<file path="src/rtl/mdio_isolate_seq.sv">
module mdio_isolate_seq #(
  parameter int HALF_DIV = 20,
  parameter int ADDR_W = 5,
  parameter int REG_W = 5,
  parameter int DATA_W = 16,
  parameter int TYPE_W = 3,
  parameter int PRE_LEN = 32,
  parameter logic [DATA_W-1:0] ISO_DATA = 16'h0C00
) (
  input  logic                      clk,
  input  logic                      rst_n,
  input  logic                      start,
  input  logic [TYPE_W+ADDR_W-1:0]  pri_cfg,
  input  logic [TYPE_W+ADDR_W-1:0]  sec_cfg,
  input  logic                      req_valid,
  input  logic                      req_write,
  input  logic [ADDR_W-1:0]         req_phy,
  input  logic [REG_W-1:0]          req_reg,
  input  logic [DATA_W-1:0]         req_wdata,
  output logic                      busy,
  output logic                      done,
  output logic [DATA_W-1:0]         rdata,
  output logic                      mdc,
  output logic                      mdio_o,
  output logic                      mdio_oe,
  input  logic                      mdio_i
);
  localparam int FRAME_LEN = PRE_LEN + 6 + ADDR_W + REG_W + DATA_W;
  localparam int DRV_LEN   = PRE_LEN + 4 + ADDR_W + REG_W;
  localparam int IDX_W     = $clog2(FRAME_LEN + 1);
  localparam int DIV_W     = $clog2(HALF_DIV + 1);
  localparam logic [TYPE_W-1:0] ABSENT = '1;

  typedef enum logic [1:0] {ST_WAIT, ST_ISO, ST_IDLE, ST_HOST} state_t;

  state_t               state;
  logic [1:0]           step;
  logic                 active, rd_q;
  logic [IDX_W-1:0]     idx;
  logic [FRAME_LEN-1:0] frame_q;
  logic [DATA_W-1:0]    rsh;
  logic [DIV_W-1:0]     div_q;
  logic                 mdc_q;

  wire tick = (div_q == DIV_W'(HALF_DIV - 1));
  wire fall = tick & mdc_q;
  wire rise = tick & ~mdc_q;

  always_ff @(posedge clk or negedge rst_n)
    if (!rst_n) begin
      div_q <= '0;
      mdc_q <= 1'b0;
    end else if (tick) begin
      div_q <= '0;
      mdc_q <= ~mdc_q;
    end else begin
      div_q <= div_q + 1'b1;
    end

  logic              iso_ok;
  logic [ADDR_W-1:0] iso_addr;
  always_comb begin
    iso_ok   = 1'b0;
    iso_addr = '0;
    case (step)
      2'd0: iso_ok = 1'b1;
      2'd1: begin
        iso_ok   = pri_cfg[TYPE_W+ADDR_W-1:ADDR_W] != ABSENT;
        iso_addr = pri_cfg[ADDR_W-1:0];
      end
      2'd2: begin
        iso_ok   = sec_cfg[TYPE_W+ADDR_W-1:ADDR_W] != ABSENT;
        iso_addr = sec_cfg[ADDR_W-1:0];
      end
      default: ;
    endcase
  end

  wire host_go = (state == ST_IDLE) && req_valid;
  wire iso_go  = (state == ST_ISO) && !active && step != 2'd3 && iso_ok;
  wire launch  = host_go | iso_go;
  wire              l_rd   = host_go ? !req_write : 1'b0;
  wire [ADDR_W-1:0] l_phy  = host_go ? req_phy   : iso_addr;
  wire [REG_W-1:0]  l_reg  = host_go ? req_reg   : '0;
  wire [DATA_W-1:0] l_data = host_go ? req_wdata : ISO_DATA;

  wire [FRAME_LEN-1:0] l_frame = {{PRE_LEN{1'b1}}, 2'b01,
                                  l_rd ? 2'b10 : 2'b01, l_phy, l_reg,
                                  l_rd ? 2'b11 : 2'b10,
                                  l_rd ? {DATA_W{1'b1}} : l_data};

  always_ff @(posedge clk or negedge rst_n)
    if (!rst_n) begin
      state   <= ST_WAIT;
      step    <= '0;
      active  <= 1'b0;
      rd_q    <= 1'b0;
      idx     <= '0;
      frame_q <= '0;
      rsh     <= '0;
      rdata   <= '0;
      done    <= 1'b0;
      mdio_o  <= 1'b1;
      mdio_oe <= 1'b0;
    end else begin
      done <= 1'b0;
      if (fall && active) begin
        if (idx == IDX_W'(FRAME_LEN)) begin
          active  <= 1'b0;
          mdio_oe <= 1'b0;
          mdio_o  <= 1'b1;
          if (rd_q) rdata <= rsh;
          if (state == ST_HOST) begin
            done  <= 1'b1;
            state <= ST_IDLE;
          end else begin
            step <= step + 1'b1;
          end
        end else begin
          mdio_o  <= frame_q[FRAME_LEN-1];
          frame_q <= frame_q << 1;
          mdio_oe <= !rd_q || (idx < IDX_W'(DRV_LEN));
          idx     <= idx + 1'b1;
        end
      end
      if (rise && active && rd_q && idx > IDX_W'(DRV_LEN + 2))
        rsh <= {rsh[DATA_W-2:0], mdio_i};
      if (launch) begin
        active  <= 1'b1;
        idx     <= '0;
        rd_q    <= l_rd;
        frame_q <= l_frame;
      end
      case (state)
        ST_WAIT: if (start) begin
          state <= ST_ISO;
          step  <= '0;
        end
        ST_ISO: if (!active && !iso_go) begin
          if (step == 2'd3) state <= ST_IDLE;
          else step <= step + 1'b1;
        end
        ST_IDLE: if (host_go) state <= ST_HOST;
        default: ;
      endcase
    end

  assign busy = (state != ST_IDLE);
  assign mdc  = mdc_q;
endmodule


</file>
<file path="config.mk">
export PLATFORM = sky130hd
export DESIGN_NAME = mdio_isolate_seq
export DESIGN_NICKNAME = d
export VERILOG_FILES = /design/src/rtl/mdio_isolate_seq.sv
export SDC_FILE = /design/constraint.sdc
export NUM_CORES = 1
export LEC_CHECK = 0
export ABC_AREA = 1
export BUFFER_PORTS_ARGS = -buffer_cell sky130_fd_sc_hd__clkbuf_2
export CAP_MARGIN = 5
export CELL_PAD_IN_SITES_DETAIL_PLACEMENT = 0
export CELL_PAD_IN_SITES_GLOBAL_PLACEMENT = 2
export CORE_UTILIZATION = 36
export CTS_BUF_LIST = sky130_fd_sc_hd__clkbuf_2
export DETAILED_ROUTE_END_ITERATION = 8
export GPL_ROUTABILITY_DRIVEN = 0
export MAX_ROUTING_LAYER = met4
export PLACE_DENSITY_LB_ADDON = 0.1
export SETUP_SLACK_MARGIN = 0.05
export SLEW_MARGIN = 20
export SYNTH_ARGS = -nofsm -noshare
export SYNTH_HDL_FRONTEND = slang
export SYNTH_SLANG_ARGS = --single-unit
export TNS_END_PERCENT = 5
</file>
<file path="constraint.sdc">
create_clock -name clk -period 2.2 [get_ports clk]
set_input_delay 0.11 -clock clk [delete_from_list [all_inputs] [get_ports clk]]
set_output_delay 0.11 -clock clk [all_outputs]
set_load 0.005 [all_outputs]
</file>
==> metrics.md, run 1 <==
| Metric | Value |
|---|---|
| CTS tree | `built` |
| Die area | `15710 µm²` |
| Vias | `4646` |
| Initial antenna violation count | `0` |
| Hold_sp | `req_write` |
| CP Class | `flop to flop` |
| Register area share after synthesis | `0.5393` |
| DRT Wirelength | `12940 µm` |
| Period utilization | `0.9160` |
| Starting Density | `0.3727` |
| Max cap viols | `0` |
| Origin of the critical flop-to-flop path | `step[0]` |
| NumNets Final | `846` |
| Clock share of power | `0.355` |
| Routed len/inst | `about 13 µm` |
| Final clock skew | `0.03199 ns` |
| Reg2reg setup slack | `0.18 ns` |
| Placed Cells | `around 910` |
| Max Fanout on Critical Path | `7` |
| Pins over their slew limit | `0` |
| Total GRT Usage | `0.1813` |
| Root Buffer | `clkbuf_2` |
| Post-synth EDFFs | `0` |
| DRC violations left | `4` |
| GR Overflow Total | `0` |
| Largest net degree at the start of global routing | `48` |
| N_diodes | `0` |
| Number of global-route vias before repair | `between 4k and 5k` |
| Critical path arrival | `approximately 2.6 ns` |
| Relative slew slack | `0.6928` |
| Startpoint Class | `flop` |
| Top post-synthesis cells by area | `dfrtp_1 53%, nand2_1 16%, o21ai_0 5.8%` |
| CTS sink cnt | `118` |
| CP endpoint kind | `flop` |
| First-pass GRT wire length | `21950 µm` |
| Ys async rst share | `1.000` |
| Filler Cells Inserted | `1463` |
| Clk buf depth | `2` |
| Final Hold Vio Count | `0` |
| Outcome | `finished with violations` |
| Synth Area in Adders | `0.01599` |
| Setup_tns | `0 ns` |
| Switch Pwr | `967.6 µW` |
| Die width | `125.4 µm` |
| Compound-cell area share of the yosys netlist | `0.1149` |
| Post-synthesis mux area share | `0` |
| Hold Crit Class | `primary input to flop` |
| Min cycle time layout | `slightly above 2 ns` |
| H-tree depth | `4` |
| Die Y | `125.4 µm` |
| Seq pwr share | `0.596` |
| Final setup violation count | `0` |
| Yosys reg bits | `118` |
| Hold path cells | `6` |
| Synthesized area per cell | `8.200 µm²` |
| Synth warnings | `0` |
| Worst Reg-to-Reg Cells | `11` |
| FMAX | `496.2 MHz` |
| Row count | `44` |
| Synth Area in XOR/XNOR | `0.009593` |
| Pint | `2.676 mW` |
| Synth area leader | `dfrtp_1` |
| Synth Area in Simple Gates | `0.2442` |
| RR Endpoint | `step[0]` |
| Post-synthesis net count | `723` |
| Placeable Area | `14700 µm²` |
| Clock buffer count from CTS | `17` |
| DRT iter0 DRCs | `226` |
| DP Wirelength | `between 8000 and 9000 µm` |
| Slew @ Worst Pin | `between 0.4 and 0.5 ns` |
| Clock Latency Late Sink | `0.68 ns` |
| Hold path endpoint | `frame_q[4]` |
| Area grow syn2layout | `24.42%` |
| Lkg Pwr | `3.537 nW` |
| Clk slew on worst S/H paths | `0.19 ns` |
| Combinational fraction of design power | `0.049` |
| Pre-Repair DR Iteration Count | `6` |
| Yosys top cell area share | `0.5345` |
| Critical Path RT | `2.82 ns` |
| Dominant synthesized flop cell | `dfrtp_1` |
| ANT nets after route | `0` |
| Syn Std Cell Area | `~5500 µm²` |
| Failing checks | `DRC` |
| Pwr per Cell Area | `~530 nW/µm²` |
| VDD IR max | `0.0003862 V` |
| Largest family of logic cells by synthesized area | `simple AND/OR/NAND/NOR gates` |
| Share of cells above drive strength 1 | `0.1729` |
| I/O Buffers | `between 60 and 70` |
| Mapped Cells | `about 670` |
| I/O pins | `69` |
| Distinct cells, synth | `33` |
| RSZ-0062 raised after global routing | `true` |
| Switching share of power | `0.2655` |
| Vias per cell | `4.702` |
| Final cell count without fillers | `988` |
repair_timing:
item | in CTS | in global routing
setup buffers | 0 | 1
endpoints found under the hold margin | 147 | 0
gates resized for setup | 0 | 4
setup endpoints to repair | 0 | 52
hold buffers | 50 | 0
logic make-up (layout without fill, tap and decap cells):
family	Yosys count	in the layout
xor gates and xnor gates	6	6
AOI/OAI and AO/OA	117	117
buffers and inverters	99	235
adders and majority gates	7	7
and+or+nand+nor	321	321
DFF	118	118
Yosys cell counts, drive strengths merged, types with 3 or more instances:
master / count
buf: 22
nand2: 234
dfrtp: 117
clkbuf: 9
inv: 68
nand3: 51
nor3: 4
a31oi: 3
o21ai: 87
xor2: 3
nor2: 29
nand4: 3
a22o: 5
a21oi: 19
ha: 7
xnor2: 3
layer usage:
metal,share of wire,vias to the layer above,GRT usage
met4,0.0085,0,0.05093
met5,0,-,-
met2,0.47,72,0.2921
met3,0.032,10,0.04493
li1,-,2374,-
met1,0.49,2190,0.2263
metrics by stage:
stage	power (mW)	instance area, µm²	hold WS (ns)	setup WS [ns]	util
after floorplan	2.229	5478	-0.1856	0.4177	-
after global placement	2.328	6066	0.1129	0.2359	0.4127
after detailed placement	2.328	6066	0.1120	0.1524	0.4127
after CTS	3.708	6792	0.02545	0.06242	0.4620
after global routing	3.823	6815	0.04252	0.02555	0.4637
final	3.644	6815	0.09114	0.1848	0.4637
final cells by class:
| class | instances | area (µm²) | area share |
|---|---|---|---|
| Inverter | 68 | 260.3 | 0.03819 |
| Timing Repair Buffer | 135 | 1031 | 0.1513 |
| Sequential cell | 118 | 2955 | 0.4336 |
| Clock inverter | 15 | 130.1 | 0.01909 |
| Tap cell | 184 | 230.2 | 0.03378 |
| Multi-Input combinational cell | 451 | 2123 | 0.3115 |
| Clock buffer | 17 | 85.08 | 0.01248 |
registers in the layout (all words and copies together) (netlist names), 2 cells and up:
signal	cells
rsh	16
step	2
frame_q	64
idx	7
rdata	16
state	2
div_q	5
power groups by stage:
| stage | clock (mW) | sequential (mW) | combinational [mW] |
|---|---|---|---|
| 2_1_floorplan | 0 | 2.21 | 0.0174 |
| 3_3_place_gp | 0 | 2.21 | 0.116 |
| 3_5_place_dp | 0 | 2.21 | 0.117 |
| 4_1_cts | 1.35 | 2.17 | 0.182 |
| 5_1_grt | 1.45 | 2.17 | 0.200 |
| 6_report | 1.29 | 2.17 | 0.177 |
worst max path at each step:
stage                  from     endpoint  slack [ns]  cells past startpoint
floorplan           step[0]  frame_q[15]        0.42                     12
global placement    step[0]  frame_q[44]        0.24                     10
detailed placement  step[0]  frame_q[42]        0.15                     10
CTS                 step[0]      step[0]        0.06                     11
global route        step[0]      step[0]        0.03                     11
finish              step[0]      step[0]        0.18                     11
cell usage in the layout, fill, tap and decap left out, drive strengths merged, types with 3 or more instances in the layout:
| cell | n |
|---|---|
| a21oi | 19 |
| a22o | 5 |
| a31oi | 3 |
| buf | 19 |
| clkbuf | 84 |
| clkinv | 6 |
| clkinvlp | 5 |
| dfrtp | 117 |
| dlygate4sd3 | 49 |
| ha | 7 |
| inv | 71 |
| nand2 | 234 |
| nand3 | 51 |
| nand4 | 3 |
| nor2 | 29 |
| nor3 | 4 |
| o21ai | 87 |
| xnor2 | 3 |
| xor2 | 3 |
worst max-delay path, stage by stage (launching register included):
cell           delay, ns
dfrtp_2             0.48
inv_1               0.14
ha_4                0.19
nand2_1             0.06
inv_1               0.04
nand2_1             0.05
nand3_2             0.08
dlygate4sd3_1       0.57
nand3_1             0.08
nand3_1             0.10
nand2_1             0.05
a21oi_1             0.11
(Power assumes the default switching activity.)
==> run 2: changes to the inputs <==
--- a/config.mk
+++ b/config.mk
@@ -14,6 +14,7 @@
 export CTS_BUF_LIST = sky130_fd_sc_hd__clkbuf_2
 export DETAILED_ROUTE_END_ITERATION = 8
 export GPL_ROUTABILITY_DRIVEN = 0
+export HOLD_SLACK_MARGIN = 0.15
 export MAX_ROUTING_LAYER = met4
 export PLACE_DENSITY_LB_ADDON = 0.1
 export SETUP_SLACK_MARGIN = 0.05
==> metrics.md, run 2 (synthesis gave the netlist of run 1 again) <==
| Metric | Value |
|---|---|
| Outcome | `finished with violations (unchanged)` |
| Failing checks | `DRC (unchanged)` |
| NumNets Final | `872 (was 846)` |
| RSZ-0062 raised after global routing | `true (unchanged)` |
| CTS tree | `built (unchanged)` |
| I/O Buffers | `68 (unchanged)` |
| ANT nets after route | `0 (unchanged)` |
| Row count | `44 (unchanged)` |
| Die Y | `125.4 µm (unchanged)` |
| Share of cells above drive strength 1 | `0.1675 (was 0.1729)` |
| Max cap viols | `0 (unchanged)` |
| DP Wirelength | `8119 µm (unchanged)` |
| Clk buf depth | `2 (unchanged)` |
| Pre-Repair DR Iteration Count | `7 (was 6)` |
| Vias | `4800 (was 4646)` |
| First-pass GRT wire length | `22610 µm (was 21950 µm)` |
| Min cycle time layout | `2.019 ns (was 2.015 ns)` |
| GR Overflow Total | `0 (unchanged)` |
| Max Fanout on Critical Path | `7 (unchanged)` |
| Starting Density | `0.3727 (unchanged)` |
| CP Class | `flop to flop (unchanged)` |
| Most flops, register | `frame_q (unchanged)` |
| Final clock skew | `0.02961 ns (was 0.03199 ns)` |
| Number of global-route vias before repair | `4770 (was 4576)` |
| Startpoint Class | `flop (unchanged)` |
| VDD IR max | `0.0003867 V (was 0.0003862 V)` |
| Largest net degree at the start of global routing | `48 (unchanged)` |
| Setup Buffers After CTS | `0 (unchanged)` |
| Final setup violation count | `0 (unchanged)` |
| CP endpoint kind | `flop (unchanged)` |
| Vias per cell | `4.734 (was 4.702)` |
| Placeable Area | `14700 µm² (unchanged)` |
| Setup_tns | `0 ns (unchanged)` |
| DRT iter0 DRCs | `232 (was 226)` |
| Most common cell after layout, fill and taps aside | `nand2_1 (unchanged)` |
| Clock buffer count from CTS | `17 (unchanged)` |
| Root Buffer | `clkbuf_2 (unchanged)` |
| Relative slew slack | `0.6962 (was 0.6928)` |
| Slew @ Worst Pin | `0.4553 ns (was 0.4604 ns)` |
| Max FFs per register | `64 (unchanged)` |
| Die width | `125.4 µm (unchanged)` |
| CTS sink cnt | `118 (unchanged)` |
| WHS | `0.3120 ns (was 0.09114 ns)` |
| DRT Wirelength | `13150 µm (was 12940 µm)` |
| N_diodes | `0 (unchanged)` |
| Lkg Pwr | `3.592 nW (was 3.537 nW)` |
| Pwr per Cell Area | `516.1 nW/µm² (was 534.6 nW/µm²)` |
| H-tree depth | `4 (unchanged)` |
| Hold Crit Class | `primary input to flop (unchanged)` |
| Routed len/inst | `12.96 µm (was 13.09 µm)` |
| Initial antenna violation count | `0 (unchanged)` |
| Most frequent cells in the layout | `229 x nand2_1, 115 x dfrtp_1, 84 x clkbuf_2 (was 229 x nand2_1, 116 x dfrtp_1, 84 x clkbuf_2)` |
| Critical path arrival | `2.63 ns (about the same)` |
| Critical Path RT | `2.81 ns (was 2.82 ns)` |
| DRC violations left | `4 (unchanged)` |
| Period utilization | `0.9178 (was 0.9160)` |
| Largest registers | `frame_q (64), rdata (16), rsh (16) (unchanged)` |
| Total GRT Usage | `0.1864 (was 0.1813)` |
| Die area | `15710 µm² (unchanged)` |
| Final Hold Vio Count | `0 (unchanged)` |
| FMAX | `495.2 MHz (was 496.2 MHz)` |
| I/O pins | `69 (unchanged)` |
| Area grow syn2layout | `29.35% (was 24.42%)` |
| Clock Latency Late Sink | `0.68 ns (about the same)` |
| Pins over their slew limit | `0 (unchanged)` |
| Clk slew on worst S/H paths | `0.19 ns (about the same)` |
[run 2: final cells by class]
type	count	area [µm²]
well taps	184	230.2
clock inverters	15	130.1
inverters	68	262.8
repair buffers	161	1297
clock buffers	17	85.08
fillers	1448	7614
flip-flops and latches	118	2957
multi-input cells	451	2123
[run 2: path summary, 6_finish.rpt]
| kind | cells after the start | slack (ns) | endpoint | start |
|---|---|---|---|---|
| setup / recovery | 11 | 0.18 | step[0] | step[0] |
| hold / removal | 6 | 0.31 | frame_q[18] | req_reg[0] |
| setup reg to reg | 11 | 0.18 | step[0] | step[0] |
| hold reg to reg | 1 | 0.48 | div_q[0] | div_q[0] |
| max in group asynchronous | 4 | 1.39 | mdio_o | rst_n |
| min in group asynchronous | 4 | 0.50 | idx[1] | rst_n |
[run 2: critical path, cell delays in order (launching register included)]
cell and delay [ns]:
dfrtp_2 0.48, inv_1 0.14, ha_4 0.19, nand2_1 0.06, inv_1 0.05, nand2_1 0.05, nand3_2 0.08, dlygate4sd3_1 0.57
nand3_1 0.08, nand3_1 0.10, nand2_1 0.05, a21oi_1 0.11
[run 2: power breakdown]
group | switching (mW) | total, mW | internal, mW
Combinational | 0.0830 | 0.188 | 0.105
Sequential | 0.000445 | 2.17 | 2.17
Clock | 0.889 | 1.30 | 0.407
[run 2: stage by stage]
stage | utilization | instances | worst slack (ns) | power [mW] | instance area, µm²
after floorplan | - | 668 | 0.4177 | 2.229 | 5478
after global placement | 0.4127 | 905 | 0.2359 | 2.328 | 6066
after detailed placement | 0.4127 | 905 | 0.1524 | 2.328 | 6066
after CTS | 0.4804 | 1014 | 0.06242 | 3.718 | 7062
after global routing | 0.4820 | 1014 | 0.02397 | 3.837 | 7086
final | 0.4820 | 1014 | 0.1808 | 3.657 | 7086
[run 2: repair_timing]
item,CTS,global route
endpoints found under the setup margin,0,52
resized for setup,0,7
endpoints found under the hold margin,171,0
hold buffers,77,0
[run 2: per-layer routing]
layer / GRT usage / part of all wire / vias up
li1: - / - / 2423
met1: 0.2293 / 0.48 / 2287
met2: 0.3059 / 0.47 / 80
met3: 0.04493 / 0.034 / 10
met4: 0.05093 / 0.0080 / 0
met5: - / 0 / -
==> run 3: changes to the inputs <==
--- a/config.mk
+++ b/config.mk
@@ -17,7 +17,7 @@
 export HOLD_SLACK_MARGIN = 0.15
 export MAX_ROUTING_LAYER = met4
 export PLACE_DENSITY_LB_ADDON = 0.1
-export SETUP_SLACK_MARGIN = 0.05
+export SETUP_SLACK_MARGIN = 0.5
 export SLEW_MARGIN = 20
 export SYNTH_ARGS = -nofsm -noshare
 export SYNTH_HDL_FRONTEND = slang
==> metrics.md, run 3 (synthesis gave the netlist of run 1 again) <==
| Metric | Value |
|---|---|
| Outcome | `finished with violations (unchanged)` |
| Failing checks | `DRC (unchanged)` |
| First-pass GRT wire length | `22450 µm (was 22610 µm)` |
| I/O Buffers | `68 (unchanged)` |
| ANT nets after route | `0 (unchanged)` |
| Initial antenna violation count | `1 (was 0)` |
| Critical Path RT | `2.83 ns (was 2.81 ns)` |
| RSZ-0062 raised after global routing | `true (unchanged)` |
| Min cycle time layout | `1.797 ns (was 2.019 ns)` |
| Die area | `15710 µm² (unchanged)` |
| Largest net degree at the start of global routing | `38 (was 48)` |
| DP Wirelength | `8077 µm (was 8119 µm)` |
| Share of cells above drive strength 1 | `0.2197 (was 0.1675)` |
| Root Buffer | `clkbuf_2 (unchanged)` |
| Hold Crit Class | `primary input to flop (unchanged)` |
| Area grow syn2layout | `34.63% (was 29.35%)` |
| Placeable Area | `14700 µm² (unchanged)` |
| Largest registers | `frame_q (64), rdata (16), rsh (16) (unchanged)` |
| Max cap viols | `0 (unchanged)` |
| Routed len/inst | `13.34 µm (was 12.96 µm)` |
| Total GRT Usage | `0.1862 (was 0.1864)` |
| Worst setup margin | `0.4029 ns (was 0.1808 ns)` |
| I/O pins | `69 (unchanged)` |
| Setup_tns | `0 ns (unchanged)` |
| Clk buf depth | `2 (unchanged)` |
| Clock buffer count from CTS | `17 (unchanged)` |
| DRC violations left | `6 (was 4)` |
| Relative slew slack | `0.7027 (was 0.6962)` |
| Origin of the critical flop-to-flop path | `step[0] (unchanged)` |
| Pwr per Cell Area | `494.8 nW/µm² (was 516.1 nW/µm²)` |
| Critical path origin | `step[0] (unchanged)` |
| Max Fanout on Critical Path | `8 (was 7)` |
| Die width | `125.4 µm (unchanged)` |
| Clock Latency Late Sink | `0.68 ns (about the same)` |
| CP Class | `flop to flop (unchanged)` |
| Final clock skew | `0.03282 ns (was 0.02961 ns)` |
| Most common cell after layout, fill and taps aside | `nand2_1 (unchanged)` |
| H-tree depth | `4 (unchanged)` |
| RR Endpoint | `frame_q[24] (was step[0])` |
| Lkg Pwr | `3.798 nW (was 3.592 nW)` |
| Max FFs per register | `64 (unchanged)` |
| Final setup violation count | `0 (unchanged)` |
| Total placed instance area | `6086 µm² (was 6066 µm²)` |
| Slew @ Worst Pin | `0.4459 ns (was 0.4553 ns)` |
| Fin area | `7375 µm² (was 7086 µm²)` |
| GR Overflow Total | `0 (unchanged)` |
| Vias per cell | `4.706 (was 4.734)` |
| Pins over their slew limit | `0 (unchanged)` |
| Period utilization | `0.8168 (was 0.9178)` |
| Pre-Repair DR Iteration Count | `8 (was 7)` |
| Number of global-route vias before repair | `4703 (was 4770)` |
| Clk slew on worst S/H paths | `0.19 ns (about the same)` |
| WHS | `0.2317 ns (was 0.3120 ns)` |
| DRT Wirelength | `13590 µm (was 13150 µm)` |
| VDD IR max | `0.0003950 V (was 0.0003867 V)` |
| DP Worst Slack | `0.1121 ns (was 0.1524 ns)` |
| Row count | `44 (unchanged)` |
| NumNets Final | `875 (was 872)` |
| Reg2reg setup slack | `0.40 ns (was 0.18 ns)` |
| Startpoint Class | `flop (unchanged)` |
| Worst Reg-to-Reg Cells | `12 (was 11)` |
| CTS tree | `built (unchanged)` |
| Worst setup path endpoint | `frame_q[24] (was step[0])` |
| CTS sink cnt | `118 (unchanged)` |
| FMAX | `556.5 MHz (was 495.2 MHz)` |
| CP endpoint kind | `flop (unchanged)` |
| Final Hold Vio Count | `0 (unchanged)` |
| DRT iter0 DRCs | `221 (was 232)` |
| Starting Density | `0.3727 (unchanged)` |
| Most flops, register | `frame_q (unchanged)` |
| Most frequent cells in the layout | `219 x nand2_1, 117 x dfrtp_1, 84 x clkbuf_2 (was 229 x nand2_1, 115 x dfrtp_1, 84 x clkbuf_2)` |
| Critical path arrival | `2.43 ns (was 2.63 ns)` |
| Die Y | `125.4 µm (unchanged)` |
| Vias | `4791 (was 4800)` |
-- run 3: area by class of cell --
class	count	area, µm²
Multi-Input combinational cell	452	2267
Inverter	68	265.3
Clock inverter	15	133.9
Fill cell	1430	7325
Antenna cell	1	2.502
Tap cell	184	230.2
Clock buffer	17	85.08
Timing Repair Buffer	163	1436
Sequential cell	118	2954
-- run 3: worst max-delay path: stages (launching register included) --
cell and delay (ns):
dfrtp_1 0.44, inv_2 0.12, buf_12 0.11, ha_4 0.20, nand3_4 0.09, nand2_4 0.07
nand2_4 0.09, nand2_8 0.07, nor2_4 0.21, buf_12 0.15, buf_16 0.12, nand2_1 0.05
nand2_1 0.06
-- run 3: repair_timing --
item | 4_1_cts | 5_1_grt
pin swaps | 20 | 11
resized for setup | 25 | 24
cloned | 2 | 5
hold endpoints to repair | 165 | 0
hold buffers | 51 | 0
endpoints found under the setup margin | 107 | 108
setup buffers | 11 | 10
-- run 3: through the flow --
stage          utilization  std cells  power, mW
4_1_cts             0.4829       1002      3.722
5_1_grt             0.5017       1018      3.820
3_5_place_dp        0.4140        906      2.328
3_3_place_gp        0.4140        906      2.326
6_report            0.5017       1018      3.649
2_1_floorplan            -        668      2.229
-- run 3: how the worst min path moves through the flow --
| stage | from | end | slack (ns) | cells past startpoint |
|---|---|---|---|---|
| finish | req_wdata[10] | frame_q[10] | 0.23 | 4 |
| global placement | rst_n | frame_q[53] | 0.12 | 1 |
| global route | req_wdata[10] | frame_q[10] | 0.17 | 4 |
| CTS | req_wdata[10] | frame_q[10] | 0.15 | 4 |
| floorplan | rst_n | active | -0.19 | 0 |
| detailed placement | rst_n | frame_q[53] | 0.12 | 1 |
-- run 3: per-layer routing --
layer	wire, µm	global-route usage	vias up
met5	0	-	-
met4	102	0.05165	0
met3	473	0.04792	7
met2	6543	0.2977	68
met1	6465	0.2336	2276
li1	-	-	2440
-- run 3: report_power, final --
part	switching [mW]	total, mW	internal [mW]
Sequential	0.000562	2.17	2.17
Combinational	0.0838	0.193	0.109
Clock	0.876	1.28	0.407
Total	0.960	3.65	2.69
